$ cat config.mk
export PLATFORM = sky130hd
export DESIGN_NAME = pwm_timebase
export DESIGN_NICKNAME = d
export VERILOG_FILES = /design/src/rtl/pwm_tb_pkg.sv /design/src/rtl/pwm_tb_prescaler.sv /design/src/rtl/pwm_tb_period.sv /design/src/rtl/pwm_tb_counter.sv /design/src/rtl/pwm_timebase.sv
export SDC_FILE = /design/constraint.sdc
export NUM_CORES = 1
export LEC_CHECK = 0
export BUFFER_PORTS_ARGS = -buffer_cell sky130_fd_sc_hd__buf_2
export CAP_MARGIN = 20
export CORE_ASPECT_RATIO = 0.9
export CORE_MARGIN = 3
export CORE_UTILIZATION = 43
export CTS_BUF_LIST = sky130_fd_sc_hd__clkbuf_4
export DETAILED_ROUTE_END_ITERATION = 8
export HOLD_SLACK_MARGIN = 0.05
export PLACE_DENSITY = 0.69
export SYNTH_ARGS = -nofsm -noshare
export SYNTH_HDL_FRONTEND = slang
export SYNTH_HIERARCHICAL = 1
export SYNTH_SLANG_ARGS = --single-unit
$ cat constraint.sdc
create_clock -name clk -period 7.7 [get_ports clk]
set_clock_uncertainty 0.05 [all_clocks]
set_input_delay 1.54 -clock clk [delete_from_list [all_inputs] [get_ports clk]]
set_output_delay 1.54 -clock clk [all_outputs]
set_load 0.02 [all_outputs]
$ cat src/rtl/pwm_tb_pkg.sv
package pwm_tb_pkg;

    localparam int DIV_W   = 3;
    localparam int PS_W    = (1 << DIV_W) - 1 + 1 + DIV_W;
    localparam int REG_W   = 16;

    localparam int MODE_LSB = 0;
    localparam int IMM_BIT  = 3;
    localparam int HSP_LSB  = 7;
    localparam int CKD_LSB  = 10;
    localparam int RUN_LSB  = 14;

    localparam logic [REG_W-1:0] CTRL_RST = 16'h0003;

    typedef enum logic [1:0] {
        MODE_UP   = 2'b00,
        MODE_DOWN = 2'b01,
        MODE_UPDN = 2'b10,
        MODE_HOLD = 2'b11
    } cnt_mode_e;

    typedef enum logic [1:0] {
        RUN_HALT_NOW = 2'b00,
        RUN_HALT_CYC = 2'b01,
        RUN_FREE_A   = 2'b10,
        RUN_FREE     = 2'b11
    } run_mode_e;

    typedef enum logic [1:0] {
        ADDR_CTRL   = 2'd0,
        ADDR_PRD    = 2'd1,
        ADDR_SHADOW = 2'd2,
        ADDR_COUNT  = 2'd3
    } reg_addr_e;

    function automatic logic [PS_W-1:0] ps_ratio(input logic [DIV_W-1:0] hs,
                                                 input logic [DIV_W-1:0] ck);
        logic [PS_W-1:0] base;
        logic [PS_W-1:0] fac;
        base = PS_W'(1) << ck;
        fac  = (hs == '0) ? PS_W'(1) : PS_W'({hs, 1'b0});
        return PS_W'(base * fac);
    endfunction

endpackage

$ cat src/rtl/pwm_tb_prescaler.sv
module pwm_tb_prescaler
    import pwm_tb_pkg::*;
(
    input  logic             clk,
    input  logic             rst_n,
    input  logic             restart,
    input  logic [DIV_W-1:0] hsp_div,
    input  logic [DIV_W-1:0] ck_div,
    output logic             tick
);
    typedef struct packed {
        logic [PS_W-1:0] cnt;
    } ps_state_t;

    ps_state_t       st_d, st_q;
    logic [PS_W-1:0] ratio;

    always_comb begin
        ratio = ps_ratio(hsp_div, ck_div);
        tick  = (st_q.cnt == ratio - PS_W'(1));
        st_d  = st_q;
        if (restart || tick) begin
            st_d.cnt = '0;
        end else begin
            st_d.cnt = st_q.cnt + PS_W'(1);
        end
    end

    always_ff @(posedge clk or negedge rst_n) begin
        if (!rst_n) st_q <= '0;
        else        st_q <= st_d;
    end

    assert_ps_bound_R6: assert property (@(posedge clk) disable iff (!rst_n)
        st_q.cnt < ratio);
    assert_ps_restart_R7: assert property (@(posedge clk) disable iff (!rst_n)
        restart |=> (st_q.cnt == '0));

endmodule

$ cat src/rtl/pwm_tb_period.sv
module pwm_tb_period
    import pwm_tb_pkg::*;
#(
    parameter int CNT_W = 16
) (
    input  logic             clk,
    input  logic             rst_n,
    input  logic             prd_wr,
    input  logic [CNT_W-1:0] prd_wdata,
    input  logic             imm_load,
    input  logic             cnt_at_zero,
    output logic [CNT_W-1:0] prd_active,
    output logic [CNT_W-1:0] prd_shadow
);
    typedef struct packed {
        logic [CNT_W-1:0] act;
        logic [CNT_W-1:0] shd;
    } prd_state_t;

    prd_state_t st_d, st_q;

    always_comb begin
        st_d = st_q;
        if (prd_wr) begin
            st_d.shd = prd_wdata;
        end
        if (imm_load) begin
            if (prd_wr) st_d.act = prd_wdata;
        end else if (cnt_at_zero) begin
            st_d.act = st_q.shd;
        end
    end

    always_ff @(posedge clk or negedge rst_n) begin
        if (!rst_n) st_q <= '0;
        else        st_q <= st_d;
    end

    assign prd_active = st_q.act;
    assign prd_shadow = st_q.shd;

    assert_shadow_load_R8: assert property (@(posedge clk) disable iff (!rst_n)
        (!imm_load && cnt_at_zero) |=> (prd_active == $past(prd_shadow)));
    assert_shadow_only_R8: assert property (@(posedge clk) disable iff (!rst_n)
        (!imm_load && !cnt_at_zero) |=> $stable(prd_active));
    assert_imm_load_R9: assert property (@(posedge clk) disable iff (!rst_n)
        (imm_load && prd_wr) |=> (prd_active == $past(prd_wdata)));

endmodule

$ cat src/rtl/pwm_tb_counter.sv
module pwm_tb_counter
    import pwm_tb_pkg::*;
#(
    parameter int CNT_W = 16
) (
    input  logic             clk,
    input  logic             rst_n,
    input  logic             tick,
    input  cnt_mode_e        mode,
    input  run_mode_e        run,
    input  logic             stop_req,
    input  logic [CNT_W-1:0] prd,
    output logic [CNT_W-1:0] count,
    output logic             dir_down,
    output logic             zero_evt,
    output logic             prd_evt
);
    localparam logic [CNT_W-1:0] ONE = CNT_W'(1);

    typedef struct packed {
        logic [CNT_W-1:0] cnt;
        logic             dn;
        logic             zev;
        logic             pev;
    } cnt_state_t;

    cnt_state_t st_d, st_q;
    logic       halt;
    logic       step;

    always_comb begin
        st_d     = st_q;
        st_d.zev = 1'b0;
        st_d.pev = 1'b0;
        halt = stop_req && ((run == RUN_HALT_NOW) ||
                            ((run == RUN_HALT_CYC) && (st_q.cnt == '0)));
        step = tick && (mode != MODE_HOLD) && !halt;

        case (mode)
            MODE_UP:   st_d.dn = 1'b0;
            MODE_DOWN: st_d.dn = 1'b1;
            default:   ;
        endcase

        if (step) begin
            case (mode)
                MODE_UP: begin
                    st_d.cnt = (st_q.cnt >= prd) ? '0 : st_q.cnt + ONE;
                end
                MODE_DOWN: begin
                    st_d.cnt = (st_q.cnt == '0) ? prd : st_q.cnt - ONE;
                end
                MODE_UPDN: begin
                    if (!st_q.dn) begin
                        if (st_q.cnt >= prd) begin
                            st_d.dn  = 1'b1;
                            st_d.cnt = (st_q.cnt == '0) ? '0 : st_q.cnt - ONE;
                        end else begin
                            st_d.cnt = st_q.cnt + ONE;
                        end
                    end else begin
                        if (st_q.cnt == '0) begin
                            st_d.dn  = 1'b0;
                            st_d.cnt = (prd == '0) ? '0 : ONE;
                        end else begin
                            st_d.cnt = st_q.cnt - ONE;
                        end
                    end
                end
                default: ;
            endcase
            st_d.zev = (st_d.cnt == '0);
            st_d.pev = (st_d.cnt == prd);
        end
    end

    always_ff @(posedge clk or negedge rst_n) begin
        if (!rst_n) st_q <= '0;
        else        st_q <= st_d;
    end

    assign count    = st_q.cnt;
    assign dir_down = st_q.dn;
    assign zero_evt = st_q.zev;
    assign prd_evt  = st_q.pev;

    assert_up_wrap_R2: assert property (@(posedge clk) disable iff (!rst_n)
        (step && mode == MODE_UP && count == prd) |=> (count == '0));
    assert_down_reload_R3: assert property (@(posedge clk) disable iff (!rst_n)
        (step && mode == MODE_DOWN && count == '0) |=> (count == $past(prd)));
    assert_hold_stable_R5: assert property (@(posedge clk) disable iff (!rst_n)
        (mode == MODE_HOLD) |=> $stable(count));
    assert_halt_now_R10: assert property (@(posedge clk) disable iff (!rst_n)
        (run == RUN_HALT_NOW && stop_req) |=> $stable(count));

endmodule

$ cat src/rtl/pwm_timebase.sv
module pwm_timebase
    import pwm_tb_pkg::*;
#(
    parameter int CNT_W = 16
) (
    input  logic             clk,
    input  logic             rst_n,
    input  logic             wr_en,
    input  logic [1:0]       wr_addr,
    input  logic [REG_W-1:0] wr_data,
    input  logic [1:0]       rd_addr,
    output logic [REG_W-1:0] rd_data,
    input  logic             stop_req,
    output logic [CNT_W-1:0] count,
    output logic             dir_down,
    output logic             zero_evt,
    output logic             prd_evt
);
    typedef struct packed {
        logic [REG_W-1:0] ctrl;
    } top_state_t;

    top_state_t       st_d, st_q;
    logic             ctrl_wr;
    logic             prd_wr;
    logic             div_restart;
    logic             tick;
    logic [CNT_W-1:0] prd_active;
    logic [CNT_W-1:0] prd_shadow;
    logic [CNT_W-1:0] cnt_w;

    always_comb begin
        ctrl_wr = wr_en && (wr_addr == ADDR_CTRL);
        prd_wr  = wr_en && (wr_addr == ADDR_PRD);
        div_restart = ctrl_wr &&
            ((wr_data[HSP_LSB +: DIV_W] != st_q.ctrl[HSP_LSB +: DIV_W]) ||
             (wr_data[CKD_LSB +: DIV_W] != st_q.ctrl[CKD_LSB +: DIV_W]));
        st_d = st_q;
        if (ctrl_wr) st_d.ctrl = wr_data;
    end

    always_ff @(posedge clk or negedge rst_n) begin
        if (!rst_n) st_q <= '{ctrl: CTRL_RST};
        else        st_q <= st_d;
    end

    pwm_tb_prescaler u_presc (
        .clk     (clk),
        .rst_n   (rst_n),
        .restart (div_restart),
        .hsp_div (st_q.ctrl[HSP_LSB +: DIV_W]),
        .ck_div  (st_q.ctrl[CKD_LSB +: DIV_W]),
        .tick    (tick)
    );

    pwm_tb_period #(.CNT_W(CNT_W)) u_period (
        .clk         (clk),
        .rst_n       (rst_n),
        .prd_wr      (prd_wr),
        .prd_wdata   (wr_data[CNT_W-1:0]),
        .imm_load    (st_q.ctrl[IMM_BIT]),
        .cnt_at_zero (cnt_w == '0),
        .prd_active  (prd_active),
        .prd_shadow  (prd_shadow)
    );

    pwm_tb_counter #(.CNT_W(CNT_W)) u_count (
        .clk      (clk),
        .rst_n    (rst_n),
        .tick     (tick),
        .mode     (cnt_mode_e'(st_q.ctrl[MODE_LSB +: 2])),
        .run      (run_mode_e'(st_q.ctrl[RUN_LSB +: 2])),
        .stop_req (stop_req),
        .prd      (prd_active),
        .count    (cnt_w),
        .dir_down (dir_down),
        .zero_evt (zero_evt),
        .prd_evt  (prd_evt)
    );

    assign count = cnt_w;

    always_comb begin
        case (rd_addr)
            ADDR_CTRL:   rd_data = st_q.ctrl;
            ADDR_PRD:    rd_data = REG_W'(prd_active);
            ADDR_SHADOW: rd_data = REG_W'(prd_shadow);
            default:     rd_data = REG_W'(cnt_w);
        endcase
    end

    assert_free_run_R12: assert property (@(posedge clk) disable iff (!rst_n)
        (tick && st_q.ctrl[RUN_LSB+1] && st_q.ctrl[1:0] == 2'b00 && prd_active != '0)
        |=> !$stable(count));

endmodule

==> results.sh <==
export IMPL_setup_tns_ns=0
export IMPL_fin_util=0.4716
export IMPL_path_cells="nor2b_1, nand2_1, ha_1, fa_1, inv_1, fa_1, ha_1, o21ai_0, or3_1, a21oi_1, or3_1, a2111oi_4, buf_4, o311ai_2, buf_4, nor2_1, nand4_1, or3_1, nor4_1"
export IMPL_grt_pass1_vias=6729
export IMPL_path_clk_slew_ns=0.13
export IMPL_numPortBuffers=58
export IMPL_drtAntennaViolNets=0
export IMPL_synth_async_reset_ratio=1.000
export IMPL_period_minus_slack_ns=6.212
export IMPL_ios=59
export IMPL_ys_seq_area_frac=0.2500
export IMPL_clock_sinks=78
export IMPL_synthFlopType="dfrtp_1"
export IMPL_cts_buffers=9
export IMPL_syn2layout_area_growth_pct=6.947
export IMPL_cts_resized_gates=0
export IMPL_placeableCoreArea_sq_um=17730
export IMPL_grt_max_degree=79
export IMPL_drive_above_1_share=0.1812
export IMPL_crit_top_cell="or3_1"
export IMPL_synth_edff_count=0
export IMPL_antenna_cells=0
export IMPL_dpl_hpwl_um=17580
export IMPL_wire_per_inst_um=21.54
export IMPL_ir_drop_uv=136.3
export IMPL_ctsHoldBuffers=0
export IMPL_overflow=0
export IMPL_setup_worst_path_start_class="flip-flop"
export IMPL_gp_congestion=1.032
export IMPL_max_freq_ghz=0.1610
export IMPL_grt_pass1_wl_um=38630
export IMPL_cts_tree="built"
export IMPL_crit_buf_inv=3
export IMPL_postRouteWirelength_um=24200
export IMPL_syn_area_sq_um=7816
export IMPL_worstMarginPinSlew_ns=1.064
export IMPL_nFillCells=1763
export IMPL_min_path_type="reg2reg"
export IMPL_register_area_sq_um=1954
export IMPL_crit_type="reg2reg"
export IMPL_cp_end_kind="flip-flop"
export IMPL_clockBufferDepth=2
export IMPL_start_util=0.4409
export IMPL_post_route_period_util=0.8068
export IMPL_drc_errors=0
export IMPL_multiInputGateArea_sq_um=5385
export IMPL_row_count=46
export IMPL_insertion_delay_ns=0.41
export IMPL_timing_critical_path_slowest_cell_delay_ns=0.59
export IMPL_arrival_ns=6.43
export IMPL_status="complete, no violations"
export IMPL_ctsHtreeMaxLevel=3
export IMPL_cp_max_fo=32
export IMPL_finalNetCount=955
export IMPL_final_common_cell="nand2_1"
export IMPL_cp_slowest_cell="dfrtp_1"
export IMPL_rsz0062_at_grt="false"
export IMPL_synth_cells=849
export IMPL_die_x_um=148.1
export IMPL_report_final_slew_viol_count=0
export IMPL_die_h_um=133.9
export IMPL_setup_violations=0
export IMPL_vias=7006
export IMPL_postSynthNetCount=926
export IMPL_yosys_warnings=6
export IMPL_slew_headroom=0.2908
export IMPL_cp_required_ns=7.92
export IMPL_track_usage=0.2430
export IMPL_drt_iter0_markers=722
export IMPL_leakagePower_nw=3.610
export IMPL_post_cts_buffers=0
export IMPL_drv_cap=0
export IMPL_power_density_nw_per_um2=244.7
export IMPL_ys_seq_elements=78
export IMPL_most_common_layout_cells="nand2_1, dfrtp_1, mux2i_1"
export IMPL_ys_types=86
export IMPL_cts_root_buf="clkbuf_4"
export IMPL_final_hold_viol_count=0
export IMPL_critical_path_top_delay_family="simple AND/OR/NAND/NOR gates"
export IMPL_synth_area_per_cell_sq_um=9.206
export IMPL_firstDrtPassIters=6
export IMPL_antenna_found_initial=0
export IMPL_via_per_inst=6.239
export IMPL_dieArea_sq_um=19830
==> cells by family after synthesis <==
logic type               synth area share
AO/OA/AOI/OAI                      0.1407
flip-flops                         0.2500
AND/OR/NAND/NOR                    0.2118
multiplexers                       0.1833
adder cells (fa/ha/maj)           0.09733
XOR/XNOR                          0.05491
buffers and inverters             0.06195
==> worst reg2reg max path, stage by stage (launching register included) <==
cell and delay [ns]:
dfrtp_1 0.59, nor2b_1 0.42, nand2_1 0.11, ha_1 0.30
fa_1 0.51, inv_1 0.06, fa_1 0.48, ha_1 0.38
o21ai_0 0.32, or3_1 0.22, a21oi_1 0.10, or3_1 0.40
a2111oi_4 0.35, buf_4 0.28, o311ai_2 0.13, buf_4 0.26
nor2_1 0.21, nand4_1 0.12, or3_1 0.40, nor4_1 0.40
==> state kept, by name, indices dropped and copies added, names as in the netlist <==
name,count
u_presc/st_q,11
u_period/prd_active,16
st_q,16
u_count/count,16
u_count/zero_evt,1
u_period/prd_shadow,16
u_count/dir_down,1
u_count/prd_evt,1
==> synthesized netlist by cell type (all sizes together), types with 8 or more instances <==
cell type | number | share of area
nand2 | 79 | 0.038
dfrtp | 76 | 0.24
mux2i | 58 | 0.074
nor2 | 53 | 0.026
o21ai | 44 | 0.029
inv | 41 | 0.020
nand3 | 41 | 0.027
ha | 40 | 0.064
a21oi | 39 | 0.025
nor3 | 37 | 0.031
mux2 | 35 | 0.057
xnor2 | 32 | 0.036
buf | 27 | 0.031
clkbuf | 24 | 0.012
nor4 | 22 | 0.021
xor2 | 17 | 0.019
mux4 | 16 | 0.052
fa | 13 | 0.033
nand4 | 13 | 0.012
and3 | 12 | 0.0096
nand2b | 9 | 0.0072
nor2b | 9 | 0.0072
or3 | 8 | 0.0064
==> path summary, 6_finish.rpt <==
path                                       from                         end  slack, ns  cells after the start
max                        st_q[10]$_DFFE_PN0P_  u_count/zero_evt$_DFF_PN0_       1.49                     19
min                         st_q[5]$_DFFE_PN0P_         st_q[5]$_DFFE_PN0P_       0.46                      1
max reg2reg                st_q[10]$_DFFE_PN0P_  u_count/zero_evt$_DFF_PN0_       1.49                     19
min reg2reg                 st_q[5]$_DFFE_PN0P_         st_q[5]$_DFFE_PN0P_       0.46                      1
max in group asynchronous                 rst_n         st_q[1]$_DFFE_PN1P_       6.12                      2
min in group asynchronous                 rst_n        st_q[13]$_DFFE_PN0P_       0.87                      1
==> per-stage QoR <==
stage | hold WS, ns | std cells | worst slack [ns] | area, sq um | total power, mW
5_1_grt | 0.4854 | 1123 | 0.8826 | 8359 | 2.187
6_report | 0.4643 | 1123 | 1.488 | 8359 | 2.046
4_1_cts | 0.4682 | 1121 | 1.523 | 8317 | 2.029
3_5_place_dp | 0.4392 | 1105 | 1.554 | 8154 | 1.735
3_3_place_gp | 0.4330 | 1105 | 1.717 | 8154 | 1.723
2_1_floorplan | 0.4229 | 849 | 1.998 | 7816 | 1.437
==> area by class of cell <==
| class | count | area share |
|---|---|---|
| Inverter | 41 | 0.01841 |
| Multi-Input combinational cell | 679 | 0.6442 |
| Tap cell | 240 | 0.03592 |
| Clock buffer | 12 | 0.01078 |
| Timing Repair Buffer | 69 | 0.04820 |
| Clock inverter | 4 | 0.008681 |
| Sequential cell | 78 | 0.2338 |
==> report_power, final <==
part	total, mW	leakage, nW	switching, mW	internal, mW
sequential	0.719	0.952	0.221	0.497
clock	0.284	0.0875	0.141	0.143
combinational	1.04	2.57	0.592	0.451
total	2.05	3.61	0.955	1.09
==> routing by layer <==
layer	track usage	wire length, um	share of wire	up-vias
met4	0.07901	724	0.030	0
met5	0	0	0	-
met3	0.04764	2057	0.085	53
li1	-	-	-	3190
met1	0.3609	11070	0.46	3363
met2	0.3556	10340	0.43	400
Note: power is estimated with default switching activity, not from simulation.
